`src/rtl/rst_seq_pkg.sv`:
```
package rst_seq_pkg;

    // State of the software secondary-reset logic
    typedef struct packed {
        logic sec_bit;   // latched secondary-reset control bit
        logic req;       // combined secondary-reset request, previous cycle
        logic flush;     // one-cycle buffer flush pulse
        logic dflt;      // one-cycle register-default pulse
    } sec_state_t;

endpackage

```
`src/rtl/rst_sync.sv`:
```
module rst_sync #(
    parameter int STAGES = 2
) (
    input  logic clk,
    input  logic arst_n,
    output logic rel_n
);
    logic [STAGES-1:0] chain_d, chain_q;

    always_comb begin
        chain_d = {chain_q[STAGES-2:0], 1'b1};
    end

    always_ff @(posedge clk or negedge arst_n) begin
        if (!arst_n) chain_q <= '0;
        else         chain_q <= chain_d;
    end

    assign rel_n = chain_q[STAGES-1];

    initial begin
        stages_min_chk: assert (STAGES >= 2);
    end
endmodule

```
`src/rtl/cfg_holdoff.sv`:
```
module cfg_holdoff #(
    parameter int HOLD = 16
) (
    input  logic clk,
    input  logic rel_n,
    input  logic req64_n,
    output logic ready,
    output logic p64_en
);
    localparam int CW = $clog2(HOLD + 1);

    typedef struct packed {
        logic [CW-1:0] cnt;
        logic          p64;
    } hold_t;

    hold_t s_d, s_q;

    always_comb begin
        s_d = s_q;
        if (s_q.cnt != CW'(HOLD))
            s_d.cnt = s_q.cnt + CW'(1);
        if (s_q.cnt == '0)
            s_d.p64 = ~req64_n;
    end

    always_ff @(posedge clk or negedge rel_n) begin
        if (!rel_n) s_q <= '0;
        else        s_q <= s_d;
    end

    assign ready  = (s_q.cnt == CW'(HOLD));
    assign p64_en = s_q.p64;


    cnt_bound_chk: assert property (@(posedge clk) disable iff (!rel_n)
        s_q.cnt <= CW'(HOLD));

    ready_sticky_chk: assert property (@(posedge clk) disable iff (!rel_n)
        ready |=> ready);

    p64_hold_chk: assert property (@(posedge clk) disable iff (!rel_n)
        (s_q.cnt != '0) |=> $stable(p64_en));
endmodule

```
`src/rtl/sec_rst_ctrl.sv`:
```
module sec_rst_ctrl
    import rst_seq_pkg::*;
(
    input  logic clk,
    input  logic rel_n,
    input  logic wr_bctl,
    input  logic bctl_srst,
    input  logic wr_diag,
    input  logic diag_chip,
    output logic sec_rst_n,
    output logic flush,
    output logic dflt,
    output logic ctl_oe,
    output logic bus_low,
    output logic req64_low
);
    sec_state_t s_d, s_q;
    logic       chip_set;
    logic       prim_act;

    always_comb begin
        chip_set = wr_diag & diag_chip;
        s_d      = s_q;
        if (wr_bctl)  s_d.sec_bit = bctl_srst;
        if (chip_set) s_d.sec_bit = 1'b1;
        s_d.req   = s_d.sec_bit;
        s_d.flush = s_d.req & ~s_q.req;
        s_d.dflt  = chip_set;
    end

    always_ff @(posedge clk or negedge rel_n) begin
        if (!rel_n) s_q <= '{sec_bit: 1'b0, req: 1'b1, flush: 1'b0, dflt: 1'b0};
        else        s_q <= s_d;
    end

    assign prim_act  = ~rel_n;
    assign sec_rst_n = ~(prim_act | s_q.sec_bit);
    assign flush     = s_q.flush | prim_act;
    assign dflt      = s_q.dflt  | prim_act;
    assign ctl_oe    = sec_rst_n;
    assign bus_low   = ~sec_rst_n;
    assign req64_low = ~sec_rst_n;


    flush_single_chk: assert property (@(posedge clk) disable iff (!rel_n)
        s_q.flush |=> !s_q.flush);

    bit_clear_src_chk: assert property (@(posedge clk) disable iff (!rel_n)
        $fell(s_q.sec_bit) |-> $past(wr_bctl && !bctl_srst));

    bit_set_src_chk: assert property (@(posedge clk) disable iff (!rel_n)
        $rose(s_q.sec_bit) |-> $past((wr_bctl && bctl_srst) || (wr_diag && diag_chip)));

    dflt_in_reset_chk: assert property (@(posedge clk) disable iff (!rel_n)
        s_q.dflt |-> !sec_rst_n);
endmodule

```
`src/rtl/pci_bridge_rst_seq.sv`:
```
module pci_bridge_rst_seq #(
    parameter int SYNC_STAGES = 2,
    parameter int CFG_HOLD    = 16
) (
    input  logic clk,
    input  logic prst_n,
    input  logic wr_bctl,
    input  logic bctl_srst,
    input  logic wr_diag,
    input  logic diag_chip,
    input  logic req64_n,
    output logic sec_rst_n,
    output logic cfg_ready,
    output logic buf_flush,
    output logic pri_oe,
    output logic sec_ctl_oe,
    output logic sec_bus_low,
    output logic sec_req64_low,
    output logic regs_dflt,
    output logic pri64_en
);
    logic rel_n;

    rst_sync #(.STAGES(SYNC_STAGES)) u_sync (
        .clk    (clk),
        .arst_n (prst_n),
        .rel_n  (rel_n)
    );

    cfg_holdoff #(.HOLD(CFG_HOLD)) u_hold (
        .clk     (clk),
        .rel_n   (rel_n),
        .req64_n (req64_n),
        .ready   (cfg_ready),
        .p64_en  (pri64_en)
    );

    sec_rst_ctrl u_sec (
        .clk       (clk),
        .rel_n     (rel_n),
        .wr_bctl   (wr_bctl),
        .bctl_srst (bctl_srst),
        .wr_diag   (wr_diag),
        .diag_chip (diag_chip),
        .sec_rst_n (sec_rst_n),
        .flush     (buf_flush),
        .dflt      (regs_dflt),
        .ctl_oe    (sec_ctl_oe),
        .bus_low   (sec_bus_low),
        .req64_low (sec_req64_low)
    );

    assign pri_oe = rel_n;


    cfg_live_chk: assert property (@(posedge clk) disable iff (!rel_n)
        cfg_ready |=> cfg_ready);

    sec_park_chk: assert property (@(posedge clk) disable iff (!rel_n)
        !sec_rst_n |-> (!sec_ctl_oe && sec_bus_low && sec_req64_low));
endmodule

```
`config.mk`:
```
export PLATFORM = sky130hd
export DESIGN_NAME = pci_bridge_rst_seq
export DESIGN_NICKNAME = d
export VERILOG_FILES = /design/src/rtl/rst_seq_pkg.sv /design/src/rtl/rst_sync.sv /design/src/rtl/cfg_holdoff.sv /design/src/rtl/sec_rst_ctrl.sv /design/src/rtl/pci_bridge_rst_seq.sv
export SDC_FILE = /design/constraint.sdc
export NUM_CORES = 1
export LEC_CHECK = 0
export BUFFER_PORTS_ARGS = -buffer_cell sky130_fd_sc_hd__buf_2
export CORE_MARGIN = 1.5
export CORE_UTILIZATION = 40
export DETAILED_ROUTE_END_ITERATION = 10
export PLACE_DENSITY_LB_ADDON = 0.12
export SLEW_MARGIN = 20
export SYNTH_ARGS = -nofsm -noshare
export SYNTH_HDL_FRONTEND = slang
export SYNTH_HIERARCHICAL = 1
export SYNTH_SLANG_ARGS = --single-unit
```
`constraint.sdc`:
```
create_clock -name clk -period 1.1 [get_ports clk]
set_input_delay 0.11 -clock clk [delete_from_list [all_inputs] [get_ports clk]]
set_output_delay 0.11 -clock clk [all_outputs]
set_load 0.02 [all_outputs]
```
==> flow_summary.toml, run 1 <==
[run_status]
status = "finished, violations left"
violations = "setup timing"

[power_and_ir_drop]
pwr_density_cell_mw_per_mm2 = 1120
p_int_uw = 716
power_switching_uw = 204
sequentialPowerShare_pct = 51.1
ir_drop_v = 0.000949
swShare_pct = 22.2
pwr-share-clk_pct = 36.8
p_leak_uw = 0.000419
combPwrFrac_pct = 12.1
total_power_uw = 920

[floorplanning]
core_sq_mm = 0.00116
initial_core_util_pct = 44.9
rows = 12
io_pins = 16
die-height_um = 39.0
die_w_um = 39.0
die_area_sq_mm = 0.00152

[routing]
routed-via-count = 403
vias_per_cell = 4.74
antenna_left = 0
drtPass1Iterations = 4
wl_um = 1080
drc = 0
first_iter_violations = 6
routedWlPerCell_um = 12.6

[yosys]
yosys.area_share.simple_pct = 16.1
avgSynthCellArea_sq_um = 12.4
synth_fa_ha_area_share_pct = 4.82
postSynthCellCount = 42
synth_mux_area_share_pct = 6.75
synth_top_area_share_pct = 53.0
synth_compound_gate_area_share_pct = 1.93
netlist_area_sq_um = 519
ys_types = 17
synth_area_leader_cell = "dfrtp_1"
synth.ff_latch_count = 12
yosys-top-cells-count = "11 x dfrtp_1, 5 x inv_1, 5 x nand2b_1"
synth_warnings = 6
ys_async_sr_fraction_pct = 100
synth_ff_type = "dfrtp_1"
synth_area_leaders = "dfrtp_1 53%, nand2b_1 6.0%, dfstp_2 5.1%"
yosysSeqAreaShare_pct = 58.1
synth_xor_area_share_pct = 5.06
synth_nets = 51
synth_edf_count = 0
synth_top_family_by_area = "simple AND/OR/NAND/NOR gates"
yosysMostFrequentCell = "dfrtp_1"

[clocking]
cts_buffers = 3
clockBufferDepth = 2
cts_tree = "yes"
cts-root-buf = "clkbuf_4"
clk_pin_slew_worst_paths_ns = 0.07
clk-insertion-delay-late_ns = 0.26
cts_htree_levels = 1
clock_sinks = 12

[critical_path]
worstPathMaxFanout = 2
cpMaxStageDelayCell = "dfrtp_1"
crit_path_frequent_cell = "buf_6"
end_kind = "output pin"
cp_slowest_stage_delay_ns = 0.40
cp-start-kind = "flip-flop"
worst-setup-path-type = "flip-flop to output pin"
required_ns = 0.99
cp.arrival_ns = 1.32
path_cells = "inv_2, ha_4, and4bb_4, buf_6, buf_6"

[sta]
hold_violations = 0
finClkSkew_ns = 0.00104
rsz0062_at_grt = "true"
fin_setup_tns_ns = -0.991
fmax_mhz = 701
slew_viol_final = 0
setup_viol = 5
fin_ws_ns = -0.327
fin_crit_sh_pct = 130
period_minus_slack_ns = 1.43

[job]
drv_cap = 0

[layout]
nets = 81
num-fill-cells = 75
layout.area.seq_sq_um = 303
final_area_sq_um = 822
multi_input_comb_area_sq_um = 233
num_antenna_cells = 0
area_growth_pct = 58.3
drive_gt1_share_pct = 62.0
final_util_pct = 71.1

[placed_design]
port_buffers = 15
dp_hpwl_um = 678
place_congestion = 0.792
dpl_cell_area_sq_um = 652

[global_route]
gr-total-overflow = 0
grtUsageTotal_pct = 16.8
grt_pass1_wl_um = 1660
grt_pass1_vias = 412
grt_max_degree = 9
antenna_found_initial = 0

[worst_hold_path]
holdCritPathClass = "input port to flip-flop"
[layer usage]
layer / up-vias / routed length [um] / track usage (%)
met5: - / 0 / 0
met4: 0 / 0 / 5.17
met3: 0 / 20 / 3.47
met2: 6 / 584 / 32.9
met1: 204 / 471 / 17.2
li1: 193 / - / -
[path summary, 6_finish.rpt]
kind / depth (start not counted) / slack (ns) / start / to
worst max register to register: 5 / -0.26 / u_hold/s_q[1]$_DFFE_PN0P_ / u_hold/s_q[2]$_DFFE_PN0P_
worst min register to register: 1 / 0.25 / u_sync/chain_q[1]$_DFF_PN0_ / u_sec/s_q[0]$_DFF_PN0_
min in group asynchronous: 2 / 0.15 / prst_n / u_sync/chain_q[1]$_DFF_PN0_
worst max-delay path: 5 / -0.33 / u_hold/s_q[1]$_DFFE_PN0P_ / cfg_ready
max in group asynchronous: 2 / 0.50 / u_sync/chain_q[1]$_DFF_PN0_ / u_sec/s_q[2]$_DFF_PN1_
worst min-delay path: 2 / 0.01 / req64_n / u_hold/p64_en$_DFFE_PN0N_
[repair_timing]
| item | CTS | global route |
|---|---|---|
| hold buffers | 1 | 0 |
| pin swaps | 1 | 2 |
| buffers inserted | 4 | 2 |
| setup endpoints to repair | 6 | 11 |
| gates resized for setup | 13 | 13 |
| endpoints found under the hold margin | 2 | 0 |
[layout make-up]
cell class | count | share of cell area (%)
sequential | 12 | 36.8
multi-input combinational | 23 | 28.3
timing repair buffer | 27 | 25.7
clock buffer | 4 | 4.41
inverter | 5 | 2.59
tap | 14 | 2.13
[worst max-delay path, delay by kind of cell, from the launching register on]
family / cells / cell delay (ns)
AND/OR/NAND/NOR: 1 / 0.24
adder cells (fa/ha/maj): 1 / 0.14
flip-flops: 1 / 0.40
buffers and inverters: 3 / 0.28
[power groups by stage]
stage          Sequential [uW]  Combinational, uW  Clock (uW)
2_1_floorplan              485               46.4           0
3_3_place_gp               478               83.0           0
3_5_place_dp               479               84.6           0
4_1_cts                    470                101         347
5_1_grt                    471                121         367
6_report                   470                112         338
[kinds of logic after synthesis]
family / after synthesis
buffers and inverters: 7
DFF: 12
adders and majority gates: 2
xor gates and xnor gates: 3
and+or+nand+nor: 12
AOI/OAI and AO/OA: 2
muxes: 3
other: 1
[cell usage in the layout, fill, tap and decap left out]
master / n
inv_2: 2
buf_4: 11
mux2i_1: 2
nand2b_1: 4
inv_1: 2
ha_2: 1
nand2b_4: 1
buf_2: 8
a21oi_1: 1
nand2_1: 2
buf_6: 7
dlygate4sd3_1: 1
inv_4: 1
clkbuf_8: 1
nor4b_4: 1
o21ai_2: 1
nand3_1: 2
ha_4: 1
mux2_4: 1
dfstp_2: 1
xnor2_2: 1
conb_1: 1
and4bb_4: 1
dfrtp_2: 1
dfrtp_1: 10
xnor2_1: 2
clkbuf_4: 3
and3b_2: 1
[metrics by stage]
| stage | std cells | hold slack, ns | setup WS [ns] |
|---|---|---|---|
| CTS | 84 | 0.0122 | -0.347 |
| floorplan | 42 | -0.186 | -0.232 |
| global route | 85 | 0.00498 | -0.364 |
| global placement | 75 | -0.106 | -0.127 |
| finish | 85 | 0.0148 | -0.327 |
| detailed placement | 75 | -0.102 | -0.178 |
[state kept, by name (all words and copies together), names as in the netlist]
| register | count |
|---|---|
| u_sec/s_q | 4 |
| u_hold/p64_en | 1 |
| u_hold/s_q | 5 |
| u_sync/chain_q | 2 |
Note: power is estimated with default switching activity, not from simulation.
==> run 2, diff against run 1 <==
--- a/config.mk
+++ b/config.mk
@@ -9,7 +9,7 @@
 export CORE_MARGIN = 1.5
 export CORE_UTILIZATION = 40
 export DETAILED_ROUTE_END_ITERATION = 10
-export PLACE_DENSITY_LB_ADDON = 0.12
+export PLACE_DENSITY_LB_ADDON = 0.08
 export SLEW_MARGIN = 20
 export SYNTH_ARGS = -nofsm -noshare
 export SYNTH_HDL_FRONTEND = slang
==> run 2 against run 1 <==
  * Register-to-register slack improved by 0.06 ns
  * The flow still finishes with violations (setup timing)
  * Die area unchanged
  * Utilization decreased by 1.1 points
  * First-iteration DRC count decreased by 17%
  * Clock-buffer cell count unchanged
  * Flip-flop and latch count unchanged
  * Largest cell class unchanged
  * Critical path type unchanged
  * Non-clock buffer count unchanged
  * Clock skew increased by 0.0072 ns
  * Critical path depth decreased by 1
  * Combinational power about the same
  * Power decreased by 7.2%
  * Maximum frequency increased by 4.8%
==> flow_summary.toml, run 2 (same netlist as run 1, synthesis figures left out) <==
[global_route]
grt_pass1_vias = 410
grt_max_degree = 11
grt_pass1_wl_um = 1620
gr-total-overflow = 0
antenna_found_initial = 0
grtUsageTotal_pct = 16.4

[layout]
most-common-layout-cells = "12 x buf_4, 10 x dfrtp_1, 9 x buf_2, 5 x buf_6, 4 x nand2b_1"
largestRegisters = "u_hold/s_q (5), u_sec/s_q (4), u_sync/chain_q (2)"
area_growth_pct = 55.9
num_antenna_cells = 0
largest_reg_flops = 5
final_common_cell = "buf_4"
nets = 81
drive_gt1_share_pct = 59.2
top_register = "u_hold/s_q"
final_util_pct = 70.0

[clocking]
clk-insertion-delay-late_ns = 0.26
clock_sinks = 12
cts_htree_levels = 1
clockBufferDepth = 2
cts-root-buf = "clkbuf_4"
cts_tree = "yes"
clk_pin_slew_worst_paths_ns = 0.08
cts_buffers = 3

[sta]
fmax_mhz = 734
slew_viol_final = 0
finClkSkew_ns = 0.00827
fin_ws_ns = -0.261
setup_viol = 5
rsz0062_at_grt = "true"
fin_setup_tns_ns = -0.750
hold_violations = 0
period_minus_slack_ns = 1.36
fin_crit_sh_pct = 124

[floorplanning]
die_w_um = 39.0
die_area_sq_mm = 0.00152
initial_core_util_pct = 44.9
die-height_um = 39.0
rows = 12
core_sq_mm = 0.00116
io_pins = 16

[routing]
drt-met1-wl_um = 414
first_iter_violations = 5
drc = 0
dr_wl_met3_um = 50
antenna_left = 0
drtPass1Iterations = 2
wl_met2_um = 626
routed-via-count = 392
vias_per_cell = 4.61
routedWlPerCell_um = 12.8
highest_layer = "met3"
wl_um = 1090

[power_and_ir_drop]
pwr_density_cell_mw_per_mm2 = 1050
p_leak_uw = 0.000401
ir_drop_v = 0.000747

[critical_path]
worstPathMaxFanout = 3
worst-setup-path-type = "flip-flop to output pin"
cp-start-kind = "flip-flop"
cp.arrival_ns = 1.25
end_kind = "output pin"
required_ns = 0.99

[placed_design]
place_congestion = 0.753
dpl_worst_slack_ns = -0.171
port_buffers = 15

[job]
drv_cap = 0

[worst_hold_path]
holdCritPathClass = "input port to flip-flop"

[run_status]
status = "finished, violations left"
violations = "setup timing"
-- run 2: cell counts in the layout (fill, tap and decap cells not counted) --
Identical to the previous run, type by type.
-- run 2: worst paths after layout --
| path | from | end | slack (ns) | cells past startpoint |
|---|---|---|---|---|
| setup / recovery | u_hold/s_q[2]$_DFFE_PN0P_ | cfg_ready | -0.26 | 4 |
| hold / removal | req64_n | u_hold/p64_en$_DFFE_PN0N_ | 0.03 | 2 |
| setup reg to reg | u_hold/s_q[2]$_DFFE_PN0P_ | u_hold/p64_en$_DFFE_PN0N_ | -0.20 | 6 |
| hold reg to reg | u_sync/chain_q[1]$_DFF_PN0_ | u_hold/s_q[3]$_DFFE_PN0P_ | 0.28 | 1 |
| max in group asynchronous | u_sync/chain_q[1]$_DFF_PN0_ | u_sec/s_q[2]$_DFF_PN1_ | 0.59 | 1 |
| min in group asynchronous | prst_n | u_sync/chain_q[1]$_DFF_PN0_ | 0.17 | 2 |
-- run 2: power breakdown --
group / leakage (uW) / total (uW) / switching (uW) / internal (uW)
Sequential: 0.000146 / 471 / 9.44 / 462
Clock: 0.0000150 / 274 / 134 / 140
Combinational: 0.000240 / 109 / 56.4 / 52.9
Total: 0.000401 / 854 / 200 / 654
-- run 2: worst max-delay path: stages (launching register included) --
cell      delay (ns)
dfrtp_1         0.38
inv_1           0.09
ha_4            0.13
and4bb_4        0.26
buf_6           0.12
-- run 2: cell type report --
class	count	area (sq um)
fill	84	347
sequential	12	303
multi-input combinational	23	240
timing repair buffer	27	201
clock buffer	4	26.3
inverter	5	21.3
tap	14	17.5
-- run 2: metal layers --
layer | vias up | track usage [%]
met5 | - | 0
met4 | 0 | 5.17
met3 | 0 | 5.20
met2 | 11 | 31.3
met1 | 191 | 16.4
li1 | 190 | -
-- run 2: repair_timing --
action,in CTS,in global routing
gates resized for setup,11,12
hold endpoints to repair,2,0
setup buffers,4,1
endpoints found under the setup margin,6,11
hold buffers,1,0
gates cloned,0,0
pin swaps,1,2
-- run 2: through the flow --
step | total power [uW] | cell area [sq um] | hold slack, ns | cells
after global routing | 894 | 810 | 0.0525 | 85
final | 854 | 810 | 0.0296 | 85
after floorplan | 532 | 529 | -0.186 | 42
after detailed placement | 564 | 652 | -0.104 | 75
after global placement | 560 | 652 | -0.106 | 75
after CTS | 853 | 753 | 0.0313 | 84
==> run 3, diff against run 2 <==
--- a/config.mk
+++ b/config.mk
@@ -10,6 +10,7 @@
 export CORE_UTILIZATION = 40
 export DETAILED_ROUTE_END_ITERATION = 10
 export PLACE_DENSITY_LB_ADDON = 0.08
+export SETUP_SLACK_MARGIN = 0.2
 export SLEW_MARGIN = 20
 export SYNTH_ARGS = -nofsm -noshare
 export SYNTH_HDL_FRONTEND = slang
==> run 3 against run 2 <==
  * The run still ends with setup timing left
  * Maximum frequency grew 0.11%
  * Final cell count is the same
  * Critical path depth is the same
  * Via count grew 0.26%
  * Global-route usage grew 0.75 points
  * Final area grew 8.2%
  * Power grew 12%
  * Clock-buffer cell count is the same
  * First-iteration DRC count shrank 60%
  * Critical endpoint unchanged
==> flow_summary.toml, run 3 (same netlist as run 1, synthesis figures left out) <==
[run_status]
status = "finished, violations left"
violations = "setup timing"

[sta]
hold_violations = 0
fin_ws_ns = -0.260
setup_viol = 7
fin_setup_tns_ns = -0.796
finClkSkew_ns = 0.00282
slew_viol_final = 0
period_minus_slack_ns = 1.36
fin_crit_sh_pct = 124
fmax_mhz = 735
rsz0062_at_grt = "true"

[global_route]
grt_pass1_vias = 431
gr-total-overflow = 0
antenna_found_initial = 0
use_met3_pct = 5.20
grtUsageTotal_pct = 17.2
grt.met1_usage_pct = 16.1
grt_use_met2_pct = 32.9
grt_pass1_wl_um = 1680
busiest_layer = "met2"
grt_max_degree = 11

[floorplanning]
io_pins = 16
rows = 12
initial_core_util_pct = 44.9
die-height_um = 39.0
die_w_um = 39.0
die_area_sq_mm = 0.00152
core_sq_mm = 0.00116

[placed_design]
dp_cells = 75
dpl_worst_slack_ns = -0.170
dp_hpwl_um = 726
place_congestion = 0.787
port_buffers = 15
dpl_cell_area_sq_um = 659

[layout]
area_growth_pct = 68.7
num-fill-cells = 76
layout.area.seq_sq_um = 303
num_antenna_cells = 0
top_register = "u_hold/s_q"
final_area_sq_um = 876
largestRegisters = "u_hold/s_q (5), u_sec/s_q (4), u_sync/chain_q (2)"
final_util_pct = 75.8
drive_gt1_share_pct = 62.0
nets = 81
most-common-layout-cells = "13 x buf_6, 10 x dfrtp_1, 6 x buf_2, 6 x buf_4, 4 x nand2b_1"
final-instance-count-excl-fill = 85
multi_input_comb_area_sq_um = 256
final_common_cell = "buf_6"
largest_reg_flops = 5

[power_and_ir_drop]
p_leak_uw = 0.000425
pwr_density_cell_mw_per_mm2 = 1090
ir_drop_v = 0.000934

[clocking]
clk-insertion-delay-late_ns = 0.27
cts-root-buf = "clkbuf_4"
cts_buffers = 3
cts_htree_levels = 1
cts_tree = "yes"
clk_pin_slew_worst_paths_ns = 0.07
clock_sinks = 12
clockBufferDepth = 2

[critical_path]
r2r-end = "u_hold/s_q[2]$_DFFE_PN0P_"
reg2reg_slack_ns = -0.17
cp.arrival_ns = 1.25
crit_end = "cfg_ready"
worstPathMaxFanout = 3
required_ns = 0.99
crit-reg2reg-launch = "u_hold/s_q[1]$_DFFE_PN0P_"
rr_worst_depth = 4
end_kind = "output pin"
cp-start-kind = "flip-flop"
startpoint = "u_hold/s_q[1]$_DFFE_PN0P_"
worst-setup-path-type = "flip-flop to output pin"

[routing]
first_iter_violations = 2
routed-via-count = 393
vias_per_cell = 4.62
drc = 0
antenna_left = 0
wl_um = 1190
drtPass1Iterations = 4
routedWlPerCell_um = 14.0

[worst_hold_path]
holdCritPathClass = "input port to flip-flop"

[job]
drv_cap = 0
run 3: layout make-up:
| cell class | count | share of cell area (%) |
|---|---|---|
| tap | 14 | 2.00 |
| inverter | 5 | 2.43 |
| multi-input combinational | 23 | 29.3 |
| sequential | 12 | 34.6 |
| clock buffer | 4 | 4.14 |
| timing repair buffer | 27 | 27.6 |
run 3: what timing repair did:
item	4_1_cts	5_1_grt
endpoints found under the hold margin	3	0
resized for setup	22	11
pin swaps	2	1
setup buffers	3	1
hold buffers	2	0
endpoints found under the setup margin	14	17
run 3: critical path, stage by stage (launching register included):
cell and delay [ns]:
dfrtp_1 0.39, inv_2 0.07, ha_4 0.13, and4bb_4 0.26, buf_6 0.12
run 3: worst min-delay path by stage:
stage	startpoint	endpoint	slack [ns]	cells after the start
floorplan	prst_n	u_sync/chain_q[0]$_DFF_PN0_	-0.19	0
global placement	prst_n	u_sync/chain_q[0]$_DFF_PN0_	-0.11	1
detailed placement	prst_n	u_sync/chain_q[0]$_DFF_PN0_	-0.10	1
CTS	diag_chip	u_sec/s_q[0]$_DFF_PN0_	0.06	3
global route	diag_chip	u_sec/s_q[0]$_DFF_PN0_	0.10	3
finish	diag_chip	u_sec/s_q[0]$_DFF_PN0_	0.11	3
run 3: per-layer routing:
metal / wire (um) / vias up
li1: - / 189
met1: 469 / 191
met2: 685 / 11
met3: 33 / 2
met4: 6 / 0
met5: 0 / -
run 3: where the power goes:
part / switching (uW) / internal (uW)
clock: 146 / 201
combinational: 66.2 / 71.3
sequential: 11.1 / 461
run 3: metrics by stage:
stage	hold slack (ns)	power, uW
after floorplan	-0.186	539
after global placement	-0.106	565
after detailed placement	-0.104	570
after CTS	0.0636	956
after global routing	0.101	999
final	0.110	957
